## config.mk

```make
export PLATFORM = sky130hd
export DESIGN_NAME = loop_accel_shell
export DESIGN_NICKNAME = d
export VERILOG_FILES = /design/src/rtl/loop_accel_pkg.sv /design/src/rtl/lpa_ctrl.sv /design/src/rtl/lpa_addr_gen.sv /design/src/rtl/lpa_datapath.sv /design/src/rtl/loop_accel_shell.sv
export SDC_FILE = /design/constraint.sdc
export NUM_CORES = 1
export LEC_CHECK = 0
export ABC_AREA = 1
export BUFFER_PORTS_ARGS = -buffer_cell sky130_fd_sc_hd__buf_4
export CORE_ASPECT_RATIO = 1.1
export CORE_MARGIN = 1.5
export CORE_UTILIZATION = 57
export CTS_BUF_LIST = sky130_fd_sc_hd__clkbuf_8
export DETAILED_ROUTE_END_ITERATION = 7
export PLACE_DENSITY_LB_ADDON = 0.12
export SETUP_SLACK_MARGIN = 0.3
export SLEW_MARGIN = 0
export SYNTH_ARGS = -nofsm -noshare
export SYNTH_HDL_FRONTEND = slang
export SYNTH_SLANG_ARGS = --single-unit
```

## constraint.sdc

```tcl
create_clock -name clk -period 4 [get_ports clk]
set_clock_uncertainty 0.1 [all_clocks]
set_input_delay 0.8 -clock clk [delete_from_list [all_inputs] [get_ports clk]]
set_output_delay 0.8 -clock clk [all_outputs]
set_load 0.01 [all_outputs]
```

## src/rtl/loop_accel_pkg.sv

```systemverilog
package loop_accel_pkg;

   typedef enum logic [2:0] {
      ST_IDLE = 3'd0,
      ST_RD0  = 3'd1,
      ST_RD1  = 3'd2,
      ST_LD   = 3'd3,
      ST_CALC = 3'd4,
      ST_WR   = 3'd5,
      ST_DONE = 3'd6
   } lpa_state_t;

   // cycles spent per loop iteration: RD0, RD1, LD, CALC, WR
   localparam int LPA_BEATS = 5;

   // fabric placeholder selectors
   localparam int LPA_FN_ADD = 0;
   localparam int LPA_FN_XOR = 1;
   localparam int LPA_FN_ROX = 2;

endpackage

```

## src/rtl/lpa_ctrl.sv

```systemverilog
module lpa_ctrl
   import loop_accel_pkg::*;
#(
   parameter int CNT_W = 8
) (
   input  logic             clk,
   input  logic             rst_n,
   input  logic             start,
   input  logic [CNT_W-1:0] trip,
   output lpa_state_t       state,
   output logic             busy,
   output logic             load,
   output logic             advance,
   output logic             done
);

   logic [CNT_W-1:0] rem;
   logic             trip_zero;
   logic             last_iter;

   assign trip_zero = (trip == '0);
   assign last_iter = (rem == CNT_W'(1));
   assign busy      = (state != ST_IDLE) && (state != ST_DONE);
   assign load      = start && !busy && !trip_zero;
   assign advance   = (state == ST_WR);

   always_ff @(posedge clk or negedge rst_n) begin
      if (!rst_n) begin
         state <= ST_IDLE;
         rem   <= '0;
         done  <= 1'b0;
      end else begin
         unique case (state)
            ST_IDLE, ST_DONE: begin
               if (start) begin
                  if (trip_zero) begin
                     state <= ST_DONE;
                     done  <= 1'b1;
                  end else begin
                     state <= ST_RD0;
                     rem   <= trip;
                     done  <= 1'b0;
                  end
               end
            end
            ST_RD0:  state <= ST_RD1;
            ST_RD1:  state <= ST_LD;
            ST_LD:   state <= ST_CALC;
            ST_CALC: state <= ST_WR;
            ST_WR: begin
               rem <= rem - CNT_W'(1);
               if (last_iter) begin
                  state <= ST_DONE;
                  done  <= 1'b1;
               end else begin
                  state <= ST_RD0;
               end
            end
            default: state <= ST_IDLE;
         endcase
      end
   end

   // completion flag is sticky until the processor enables again
   p_done_hold_r6: assert property (@(posedge clk) disable iff (!rst_n)
      (done && !start) |=> done);

   // zero trip count finishes at once without entering the loop
   p_zero_trip_r5: assert property (@(posedge clk) disable iff (!rst_n)
      (!busy && start && trip_zero) |=> (done && !busy));

   // remaining count only moves on write-back, never from a new start
   p_ignore_start_r7: assert property (@(posedge clk) disable iff (!rst_n)
      (busy && state != ST_WR) |=> (rem == $past(rem)));

   // write-back always follows the compute beat
   p_wr_after_calc_r4: assert property (@(posedge clk) disable iff (!rst_n)
      (state == ST_WR) |-> ($past(state) == ST_CALC));

endmodule

```

## src/rtl/lpa_addr_gen.sv

```systemverilog
module lpa_addr_gen #(
   parameter int ADDR_W = 16,
   parameter int STRIDE = 4
) (
   input  logic              clk,
   input  logic              rst_n,
   input  logic              load,
   input  logic              advance,
   input  logic [ADDR_W-1:0] src_base,
   input  logic [ADDR_W-1:0] dst_base,
   output logic [ADDR_W-1:0] src_ptr,
   output logic [ADDR_W-1:0] dst_ptr
);

   localparam logic [ADDR_W-1:0] STEP = ADDR_W'(STRIDE);

   always_ff @(posedge clk or negedge rst_n) begin
      if (!rst_n) begin
         src_ptr <= '0;
         dst_ptr <= '0;
      end else if (load) begin
         src_ptr <= src_base;
         dst_ptr <= dst_base;
      end else if (advance) begin
         src_ptr <= src_ptr + STEP;
         dst_ptr <= dst_ptr + STEP;
      end
   end

   // both streams step by one word after each iteration
   p_stride_r2: assert property (@(posedge clk) disable iff (!rst_n)
      (advance && !load) |=> (src_ptr == $past(src_ptr) + STEP &&
                              dst_ptr == $past(dst_ptr) + STEP));

endmodule

```

## src/rtl/lpa_datapath.sv

```systemverilog
module lpa_datapath
   import loop_accel_pkg::*;
#(
   parameter int DATA_W   = 32,
   parameter int FUNC_SEL = LPA_FN_ADD
) (
   input  logic              clk,
   input  logic              rst_n,
   input  logic              cap_r0,
   input  logic              cap_r1,
   input  logic              compute,
   input  logic [DATA_W-1:0] rdata,
   output logic [DATA_W-1:0] r1_q
);

   logic [DATA_W-1:0] r0_q;
   logic [DATA_W-1:0] fab_out;

   generate
      if (FUNC_SEL == LPA_FN_ADD) begin : g_fab_add
         assign fab_out = r0_q + r1_q;
      end else if (FUNC_SEL == LPA_FN_XOR) begin : g_fab_xor
         assign fab_out = r0_q ^ r1_q;
      end else if (FUNC_SEL == LPA_FN_ROX) begin : g_fab_rox
         assign fab_out = {r1_q[DATA_W-2:0], r1_q[DATA_W-1]} ^ r0_q;
      end else begin : g_fab_bad
         $error("lpa_datapath: FUNC_SEL out of range");
      end
   endgenerate

   always_ff @(posedge clk or negedge rst_n) begin
      if (!rst_n) begin
         r0_q <= '0;
      end else if (cap_r0) begin
         r0_q <= rdata;
      end
   end

   always_ff @(posedge clk or negedge rst_n) begin
      if (!rst_n) begin
         r1_q <= '0;
      end else if (cap_r1) begin
         r1_q <= rdata;
      end else if (compute) begin
         r1_q <= fab_out;
      end
   end

   // in/out register is quiet outside its load and compute beats
   p_r1_quiet_r2: assert property (@(posedge clk) disable iff (!rst_n)
      !(cap_r1 || compute) |=> $stable(r1_q));

endmodule

```

## src/rtl/loop_accel_shell.sv

```systemverilog
module loop_accel_shell
   import loop_accel_pkg::*;
#(
   parameter int ADDR_W   = 16,
   parameter int DATA_W   = 32,
   parameter int CNT_W    = 8,
   parameter int FUNC_SEL = LPA_FN_ADD
) (
   input  logic              clk,
   input  logic              rst_n,
   input  logic              start,
   input  logic [ADDR_W-1:0] cfg_src,
   input  logic [ADDR_W-1:0] cfg_dst,
   input  logic [CNT_W-1:0]  cfg_trip,
   output logic              done,
   output logic              mem_req,
   output logic              mem_we,
   output logic [ADDR_W-1:0] mem_addr,
   output logic [DATA_W-1:0] mem_wdata,
   input  logic [DATA_W-1:0] mem_rdata
);

   localparam int BYTES = DATA_W / 8;

   generate
      if (DATA_W < 8 || (DATA_W % 8) != 0) begin : g_chk_dw
         $error("loop_accel_shell: DATA_W must be a whole number of bytes");
      end
      if (ADDR_W < 4) begin : g_chk_aw
         $error("loop_accel_shell: ADDR_W too small");
      end
      if (CNT_W < 1) begin : g_chk_cw
         $error("loop_accel_shell: CNT_W must be positive");
      end
   endgenerate

   lpa_state_t        state;
   logic              busy;
   logic              load;
   logic              advance;
   logic [ADDR_W-1:0] src_ptr;
   logic [ADDR_W-1:0] dst_ptr;

   lpa_ctrl #(
      .CNT_W (CNT_W)
   ) u_ctrl (
      .clk     (clk),
      .rst_n   (rst_n),
      .start   (start),
      .trip    (cfg_trip),
      .state   (state),
      .busy    (busy),
      .load    (load),
      .advance (advance),
      .done    (done)
   );

   lpa_addr_gen #(
      .ADDR_W (ADDR_W),
      .STRIDE (BYTES)
   ) u_addr (
      .clk      (clk),
      .rst_n    (rst_n),
      .load     (load),
      .advance  (advance),
      .src_base (cfg_src),
      .dst_base (cfg_dst),
      .src_ptr  (src_ptr),
      .dst_ptr  (dst_ptr)
   );

   lpa_datapath #(
      .DATA_W   (DATA_W),
      .FUNC_SEL (FUNC_SEL)
   ) u_dp (
      .clk     (clk),
      .rst_n   (rst_n),
      .cap_r0  (state == ST_RD1),
      .cap_r1  (state == ST_LD),
      .compute (state == ST_CALC),
      .rdata   (mem_rdata),
      .r1_q    (mem_wdata)
   );

   always_comb begin
      mem_req  = 1'b0;
      mem_we   = 1'b0;
      mem_addr = '0;
      unique case (state)
         ST_RD0: begin
            mem_req  = 1'b1;
            mem_addr = src_ptr;
         end
         ST_RD1: begin
            mem_req  = 1'b1;
            mem_addr = dst_ptr;
         end
         ST_WR: begin
            mem_req  = 1'b1;
            mem_we   = 1'b1;
            mem_addr = dst_ptr;
         end
         default: ;
      endcase
   end

   // no memory traffic outside a running loop
   p_quiet_idle_r3: assert property (@(posedge clk) disable iff (!rst_n)
      !busy |-> !mem_req);

   // write strobe only accompanies a request
   p_we_in_req_r3: assert property (@(posedge clk) disable iff (!rst_n)
      mem_we |-> mem_req);

   // quiet outputs straight after reset release
   p_reset_quiet_r1: assert property (@(posedge clk) disable iff (!rst_n)
      $rose(rst_n) |-> (!done && !mem_req));

endmodule

```

After elaboration in Yosys (flattened, before gate mapping)
Index checks and enable logic that the tools add are counted.
- register bits after elaboration: 108
- word-level logic and storage cells: 58
- input bits: 75
- output and inout port bits: 51
- reduce and logical (&&, ||, !) cells: 16
- $add $sub $neg: 4
- multiplexer cells: 20
- equality and inequality tests: 11
- operators by type and width (cell ; count):
    16-bit 2-to-1 mux ; 4
    32-bit 2-to-1 mux ; 2
    16-bit by 3-bit adder with 16-bit output, second input constant ; 2
    32-bit adder ; 1
    16-bit one-hot mux with 2 select lines ; 1
    3-bit one-hot mux with 6 select lines ; 1
    8-bit 2-to-1 mux ; 2
    8-bit one-hot mux with 2 select lines ; 1
    3-bit == test, second input constant ; 3
    3-bit 2-to-1 mux ; 3
    8-bit by 1-bit == test with 1-bit output, second input constant ; 1
    8-bit logical NOT ; 1
    8-bit by 1-bit subtractor with 8-bit output, second input constant ; 1
    3-bit by 2-bit == test with 1-bit output, second input constant ; 2
    3-bit AND reduction ; 2
    2-bit nonzero test ; 3
    1-bit 2-to-1 mux ; 5
    2-bit != test, second input constant ; 2
    2-bit OR reduction ; 2
    3-bit by 1-bit == test with 1-bit output, second input constant ; 1
    1-bit logical AND ; 3
    3-bit logical NOT ; 1
    3-bit != test, second input constant ; 1
    3-bit nonzero test ; 1
    other kinds (4) ; 5

Depth between registers and ports, before layout
Gate-level depths: netlist (run 1).
- word-level depth: 6
- gate-level depth with buffers: 12
- mapped depth without buffers: 12

Modules after synthesis
Synthesis (run 1) repeated with hierarchy kept, for this count alone.
- cells, all modules: 1157
- area, all modules: 8040.2 µm²
- modules (own cells, without submodules) (module ; instances ; sequential area each (µm²) ; cells each ; area an instance (µm²)):
    lpa_datapath ; 1 ; 1601.5 ; 697 ; 4850.9
    lpa_addr_gen ; 1 ; 800.8 ; 252 ; 1985.7
    lpa_ctrl ; 1 ; 300.3 ; 144 ; 902.1
    loop_accel_shell ; 1 ; 0.0 ; 64 ; 301.5

Worst setup path after synthesis (run 1)
Ideal clock, no wire load.
- kind: reg-to-output
- start point: register u_ctrl.state[1]
- end point: output port mem_addr[0]
- required time: 3100 ps
- slack: 1730 ps
- stages on the path, launching flop included: 8
- buffers on the path: 2
- data arrival time: 1370 ps
- cells stage by stage: dfrtp_1 -> inv_1 -> nand2_1 -> nor2_8 -> buf_4 -> buf_2 -> o21ai_0 -> nand2_1
- cells in the longest elaborated chain, start to end: 3
- elaborated cells on any way between the ends: 5
- those cells by class: eq/ne: 3; mux: 1; reduce/logical: 1
- ends and longest elaborated chain (item ; line ; text):
    from (decl) ; lpa_ctrl.sv:10 ; output lpa_state_t state,
    from (signal assigned) ; lpa_ctrl.sv:29 ; state <= ST_IDLE;
    from (signal assigned) ; lpa_ctrl.sv:37 ; state <= ST_DONE;
    from (signal assigned) ; lpa_ctrl.sv:40 ; state <= ST_RD0;
    3-bit == test or 3-bit by 2-bit == test with 1-bit output (tied branches) ; loop_accel_shell.sv:89 ; unique case (state)
    2-bit OR reduction (no line) ; - ;
    16-bit one-hot mux with 2 select lines * ; loop_accel_shell.sv:89 ;
    to (decl) ; loop_accel_shell.sv:18 ; output logic [ADDR_W-1:0] mem_addr,
Mark *: on every way between the ends. The rest lies on a longest branch, timed or not.

Final worst setup path (run 1)
- start point: register u_ctrl.state[2]
- end point: output port mem_addr[7]
Same word-level chain as after synthesis.

==> results of run 1 <==
layer usage:
metal | wire (um) | GRT usage | vias up
met5 | 0 | 0 | -
met4 | 499 | 0.110 | 0
met3 | 1140 | 0.0351 | 33
met2 | 10100 | 0.514 | 239
met1 | 8960 | 0.390 | 3438
li1 | - | - | 3955
power groups by stage:
| stage | clock (W) | combinational, W | sequential (W) |
|---|---|---|---|
| 6_report | 0.000797 | 0.00523 | 0.00210 |
| 5_1_grt | 0.000856 | 0.00593 | 0.00218 |
| 4_1_cts | 0.000811 | 0.00520 | 0.00209 |
| 3_5_place_dp | 0 | 0.00518 | 0.00211 |
| 3_3_place_gp | 0 | 0.00507 | 0.00210 |
| 2_1_floorplan | 0 | 0.00372 | 0.00206 |
logic make-up (layout without fill, tap and decap cells):
kind of cell	count (synthesis)	count (layout)
flip-flops	108	108
XOR/XNOR	23	23
AO/OA/AOI/OAI	163	163
buffers and inverters	233	350
adder cells (fa/ha/maj)	36	36
AND/OR/NAND/NOR	624	624
sequential cells by signal, indices dropped and copies added (netlist names):
signal,count
u_addr.src_ptr,16
u_dp.r1_q,32
u_ctrl.state,3
u_ctrl.done,1
u_addr.dst_ptr,16
u_dp.r0_q,32
u_ctrl.rem,8
cell type report:
type,instances,area [um^2],area share
clock buffer,9,124,0.0136
clock inverter,7,106,0.0117
inverter,203,767,0.0841
multi-input combinational,846,4200,0.460
sequential,108,2700,0.296
tap,184,230,0.0252
timing repair buffer,131,996,0.109
stage by stage:
stage | instance area [um^2] | total power (W) | utilization
floorplan | 7840 | 0.00578 | -
global placement | 8890 | 0.00717 | 0.667
detailed placement | 8890 | 0.00729 | 0.667
CTS | 9120 | 0.00811 | 0.685
global route | 9120 | 0.00896 | 0.685
finish | 9120 | 0.00813 | 0.685
Yosys cell counts, types with 2 or more instances:
library cell,count
buf_4,2
o21bai_1,7
o21ai_1,18
o211ai_1,6
nor2_8,3
a31oi_1,2
a22oi_1,4
o21ai_0,63
ha_1,35
clkbuf_1,16
nor3_1,12
nand2_4,2
nand4_1,7
o22ai_1,12
xor2_1,14
o211ai_2,4
xnor2_1,9
dfrtp_1,108
a21oi_1,35
inv_4,2
o221ai_1,5
inv_1,197
buf_6,6
buf_2,4
nor3_2,2
buf_1,2
nand2_1,437
inv_2,3
nor2_1,79
nand3_1,78
nand3b_1,2
cells in the final DEF, fill, tap and decap left out, drive strengths merged, types with 10 or more instances in the layout:
master | synthesis | layout
dfrtp | 108 | 108
buf | 14 | 131
nor3 | 14 | 14
xor2 | 14 | 14
o21ai | 82 | 82
o211ai | 10 | 10
nor2 | 82 | 82
a21oi | 35 | 35
nand3 | 79 | 79
ha | 35 | 35
nand2 | 439 | 439
inv | 202 | 205
o22ai | 12 | 12
how the worst max path moves through the flow:
stage / from / endpoint / slack, ps / cells past startpoint
after floorplan: u_ctrl.state[1] / mem_addr[0] / 1730 / 7
after global placement: u_ctrl.state[2] / mem_addr[7] / 1380 / 5
after detailed placement: u_ctrl.state[2] / mem_addr[6] / 1340 / 5
after CTS: u_ctrl.state[2] / mem_addr[6] / 890 / 5
after global routing: u_ctrl.state[2] / mem_addr[7] / 740 / 5
final: u_ctrl.state[2] / mem_addr[7] / 870 / 5
worst max-delay path, delay by kind of cell, from the launching register on:
family          cells  cell delay [ps]
simple gates        2              700
compound gates      1              230
flops               1              440
buf+inv             2              460
==> impl_metrics.csv, run 1 <==
group,metric,value,unit
power,swShare,0.514,
sta,fmax,319,MHz
power,p_int,0.00395,W
min_path,hold_path_startpoint,"u_dp.r0_q[19]",
floorplan,rows,44,
min_path,min_path_type,"register to register",
yosys,synth-simple-area-share,0.327,
clock_tree,cts.repair.resized,0,
setup_path,startpoint_type,"register",
yosys,synth-compound-area-share,0.124,
yosys,synth_area_leaders,"dfrtp_1 34%, nand2_1 21%, inv_1 9.4%, ha_1 5.6%, nand3_1 5.0%",
power,p_per_area,891,nW/um^2
floorplan,start_util,0.588,
yosys,yosys_warnings,0,
power,clkPwrFrac,0.098,
clock_tree,ctsHoldBuffers,0,
power,combPwrFrac,0.643,
clock_tree,clock-sinks,108,
yosys,syn-num-nets,1298,
yosys,synth-seq-area-share,0.345,
floorplan,dieArea,14500,um^2
final_layout,area_delta_synth_final,16.4,%
yosys,synth_top_family_by_area,"simple AND/OR/NAND/NOR gates",
setup_path,r2r_cells,5,
sta,relSlewSlack,0.398,
grt,overflow,0,
setup_path,cp.required,3100,ps
setup_path,reg2reg_to,"u_dp.r1_q[29]",
power,p_sw,0.00418,W
yosys,synth_top_area_share,0.345,
setup_path,crit_chain,"inv_2 > nor2_8 > nor2_1 > o21ai_0 > buf_4",
final_layout,fin_nets,1410,
placement,portBuffers,125,
setup_path,worst-endpoint-arrival,2230,ps
sta,worst_pin_slew,904,ps
final_layout,drive_gt1_frac,0.129,
grt,grt_start_max_net_pins,72,
sta,final_max_slew_viol_count,0,
yosys,synth_top_area_cell,"dfrtp_1",
yosys,synth_mux_area_frac,0,
clock_tree,clk_pin_slew_worst_paths,110,ps
yosys,async_reset_ff_frac,1.00,
setup_path,r2r-start,"u_ctrl.state[1]",
yosys,synth_area,7840,um^2
drt,detailroute.via_count,7665,
drt,drc,0,
sta,postLayoutSetupSlackWorst,869,ps
yosys,synth_edf_count,0,
placement,place_congestion,0.987,
setup_path,critPathSlowestCell,"nor2_1",
floorplan,dieWidth,115,um
floorplan,chipHeight,126,um
floorplan,ios,126,
clock_tree,cts_buffers,9,
sta,rsz0062_at_grt,"false",
setup_path,worstPathMaxFanout,13,
sta,fin_hold_ws,384,ps
yosys,synth-main-ff-cell,"dfrtp_1",
power,p_seq_frac,0.259,
sta,setup_tns,0,ps
grt,grt_pass1_vias,7175,
yosys,postSynthCellCount,1187,
sta,setup_viol,0,
clock_tree,post_cts_buffers,0,
clock_tree,clockBufferDepth,2,
placement,place_ws,1340,ps
grt,grtUsageTotal,0.300,
setup_path,rrSetupSlack,1570,ps
final_layout,fillerInstances,1212,
min_path,hold-path-cell-count,2,
drt,avgViaCountPerCell,5.15,
drt,dr.pass1.iters,5,
final_layout,stdcell_count,1488,
placement,dp_cells,1472,
clock_tree,cts_tree,"done",
yosys,yosys.area_share.xor_xnor,0.0257,
power,leakagePower,5.19,nW
setup_path,worstSetupPathType,"register to output pin",
setup_path,cp-end-kind,"output pin",
grt,grt_pass1_wl,34200,um
clock_tree,root_buffer,"clkbuf_8",
yosys,avgSynthCellArea,6.60,um^2
min_path,whs_endpoint,"u_dp.r0_q[19]",
sta,fin_crit,3130,ps
drt,drtIter0Drc,419,
clock_tree,htreeDepth,3,
setup_path,cp_slowest_stage_delay,590,ps
yosys,synth_cell_types,42,
power,peakVddDrop,0.461,mV
grt,antenna_found_initial,0,
drt,wire_per_inst,13.9,um
sta,hold_viol,0,
yosys,yosys.area_share.adder,0.0584,
outcome,status,"completed",
yosys,ys_ff_latch,108,
placement,hpwl,15500,um
sta,fin_crit_sh,0.783,
final_layout,num_antenna_cells,0,
clock_tree,insertion_delay,400,ps
drt,wl,20700,um
flow_run,cap_violations,0,
drt,ant_nets,0,
floorplan,core_area,13300,um^2
Power figures use the tool's default switching activity.
==> inputs of run 2 (changes only) <==
==> constraint.sdc (replaced) <==
create_clock -name clk -period 3.2 [get_ports clk]
set_clock_uncertainty 0.1 [all_clocks]
set_input_delay 0.64 -clock clk [delete_from_list [all_inputs] [get_ports clk]]
set_output_delay 0.64 -clock clk [all_outputs]
set_load 0.01 [all_outputs]
==> run 2 against run 1 <==
Effect of this change: clock power rose by 14%; register-to-register slack got worse by 670 ps; combinational power rose by 25%; sequential power rose by 24%; via count rose by 0.37%.
==> impl_metrics.csv, run 2 (synthesis gave the netlist of run 1 again) <==
group,metric,value,unit
clock_tree,clockBufferDepth,2,
clock_tree,insertion_delay,400,ps
power,swShare,0.514,
setup_path,r2r_cells,9,
setup_path,path_depth,5,
outcome,status,"completed",
floorplan,dieWidth,115,um
clock_tree,clk_pin_slew_worst_paths,110,ps
setup_path,cp_slowest_stage_delay,510,ps
setup_path,worstPathMaxFanout,11,
setup_path,r2r-start,"u_dp.r1_q[0]",
final_layout,postLayoutCellArea,9120,um^2
sta,hold_viol,0,
final_layout,layout_commonest_cell,"nand2_1",
final_layout,seqCellArea,2700,um^2
power,p_sw,0.00518,W
grt,grtUsageTotal,0.300,
grt,grt_start_max_net_pins,56,
power,combPwrFrac,0.651,
power,clkPwrFrac,0.090,
sta,fin_crit_sh,0.869,
clock_tree,htreeDepth,3,
setup_path,crit_path_start,"u_ctrl.state[2]",
floorplan,rows,44,
final_layout,num_antenna_cells,0,
setup_path,reg2reg_to,"u_dp.r1_q[8]",
setup_path,cp.required,2460,ps
setup_path,rrSetupSlack,900,ps
drt,drc,0,
drt,wire_per_inst,13.9,um
power,p_per_area,1110,nW/um^2
setup_path,critPathSlowestCell,"nor2_1",
power,peakVddDrop,0.543,mV
placement,hpwl,15500,um
final_layout,layout_common_cells,"436 x nand2_1, 197 x inv_1, 135 x buf_4, 108 x dfrtp_1, 79 x nor2_1",
grt,grt_pass1_vias,7312,
sta,setup_tns,0,ps
clock_tree,cts_buffers,9,
sta,setup_viol,0,
sta,fin_crit,2780,ps
floorplan,dieArea,14500,um^2
floorplan,core_area,13300,um^2
min_path,min_path_type,"input port to async pin",
sta,rsz0062_at_grt,"false",
clock_tree,cts_tree,"done",
clock_tree,root_buffer,"clkbuf_8",
floorplan,start_util,0.588,
drt,drtIter0Drc,414,
sta,worst_pin_slew,667,ps
final_layout,fillerInstances,1275,
power,p_int,0.00490,W
drt,dr.pass1.iters,5,
placement,place_congestion,0.952,
setup_path,worst-endpoint-arrival,2040,ps
sta,final_max_slew_viol_count,0,
setup_path,path_buf_inv,2,
final_layout,multi_input_area,4200,um^2
drt,avgViaCountPerCell,5.16,
placement,dp_cells,1476,
setup_path,crit_chain,"inv_2 > nor2_8 > nor2_1 > o21ai_0 > buf_4",
clock_tree,clock-sinks,108,
final_layout,stdcell_count,1491,
sta,relSlewSlack,0.556,
placement,place_area,8910,um^2
drt,ant_nets,0,
grt,grt_pass1_wl,34300,um
power,p_seq_frac,0.259,
floorplan,ios,126,
setup_path,worstSetupPathType,"register to output pin",
drt,wl,20700,um
grt,overflow,0,
final_layout,fin_nets,1414,
setup_path,startpoint_type,"register",
final_layout,drive_gt1_frac,0.132,
placement,portBuffers,125,
final_layout,area_delta_synth_final,16.4,%
sta,fmax,360,MHz
drt,detailroute.via_count,7693,
setup_path,cp-end-kind,"output pin",
setup_path,crit_family,"simple AND/OR/NAND/NOR gates",
flow_run,cap_violations,0,
setup_path,crit_path_end,"mem_addr[15]",
final_layout,reg_top3,"u_dp.r0_q (32), u_dp.r1_q (32)",
grt,antenna_found_initial,0,
power,leakagePower,5.20,nW
floorplan,chipHeight,126,um
[run 2: power groups by stage]
stage                     sequential [W]  clock [W]  combinational, W
final                            0.00261   0.000908           0.00656
after global routing             0.00271   0.000967           0.00746
after CTS                        0.00260   0.000915           0.00652
after detailed placement         0.00262          0           0.00648
after global placement           0.00261          0           0.00636
after floorplan                  0.00258          0           0.00465
[run 2: worst register-to-register path, stage by stage, from the launching register on]
cell,delay [ps]
dfrtp_1,410
ha_1,260
fa_1,470
nand3_1,120
nand3_1,160
nand2_1,100
nand3_1,120
or2_2,300
nand3_1,70
o211ai_1,80
[run 2: final cells by class]
type,instances,area share
tap,184,0.0252
clock inverter,4,0.00604
inverter,203,0.0841
sequential,108,0.296
timing repair buffer,135,0.111
clock buffer,11,0.0166
multi-input combinational,846,0.460
[run 2: worst min-delay path by stage]
stage | depth (start not counted) | end | slack (ps)
floorplan | 0 | u_addr.dst_ptr[0] | 240
detailed placement | 2 | u_addr.dst_ptr[0] | 350
global placement | 2 | u_addr.dst_ptr[1] | 350
global route | 1 | u_dp.r0_q[5] | 180
CTS | 1 | u_dp.r0_q[5] | 170
finish | 1 | u_dp.r1_q[5] | 140
[run 2: layer usage]
layer,track usage,wire (um),vias up
li1,-,-,3946
met1,0.384,8970,3473
met2,0.530,10200,245
met3,0.0332,1100,29
met4,0.0944,396,0
met5,0,0,-
[run 2: repair_timing]
action,in CTS,in global routing
endpoints found under the setup margin,0,9
buffers inserted,0,0
gates resized for setup,0,1
hold buffers,0,0
[run 2: metrics by stage]
stage	hold WS, ps	total power [W]	util	worst slack (ps)
6_report	141	0.0101	0.684	419
2_1_floorplan	244	0.00722	-	1090
3_3_place_gp	349	0.00897	0.669	810
3_5_place_dp	353	0.00910	0.669	787
5_1_grt	185	0.0111	0.684	315
4_1_cts	166	0.0100	0.684	394
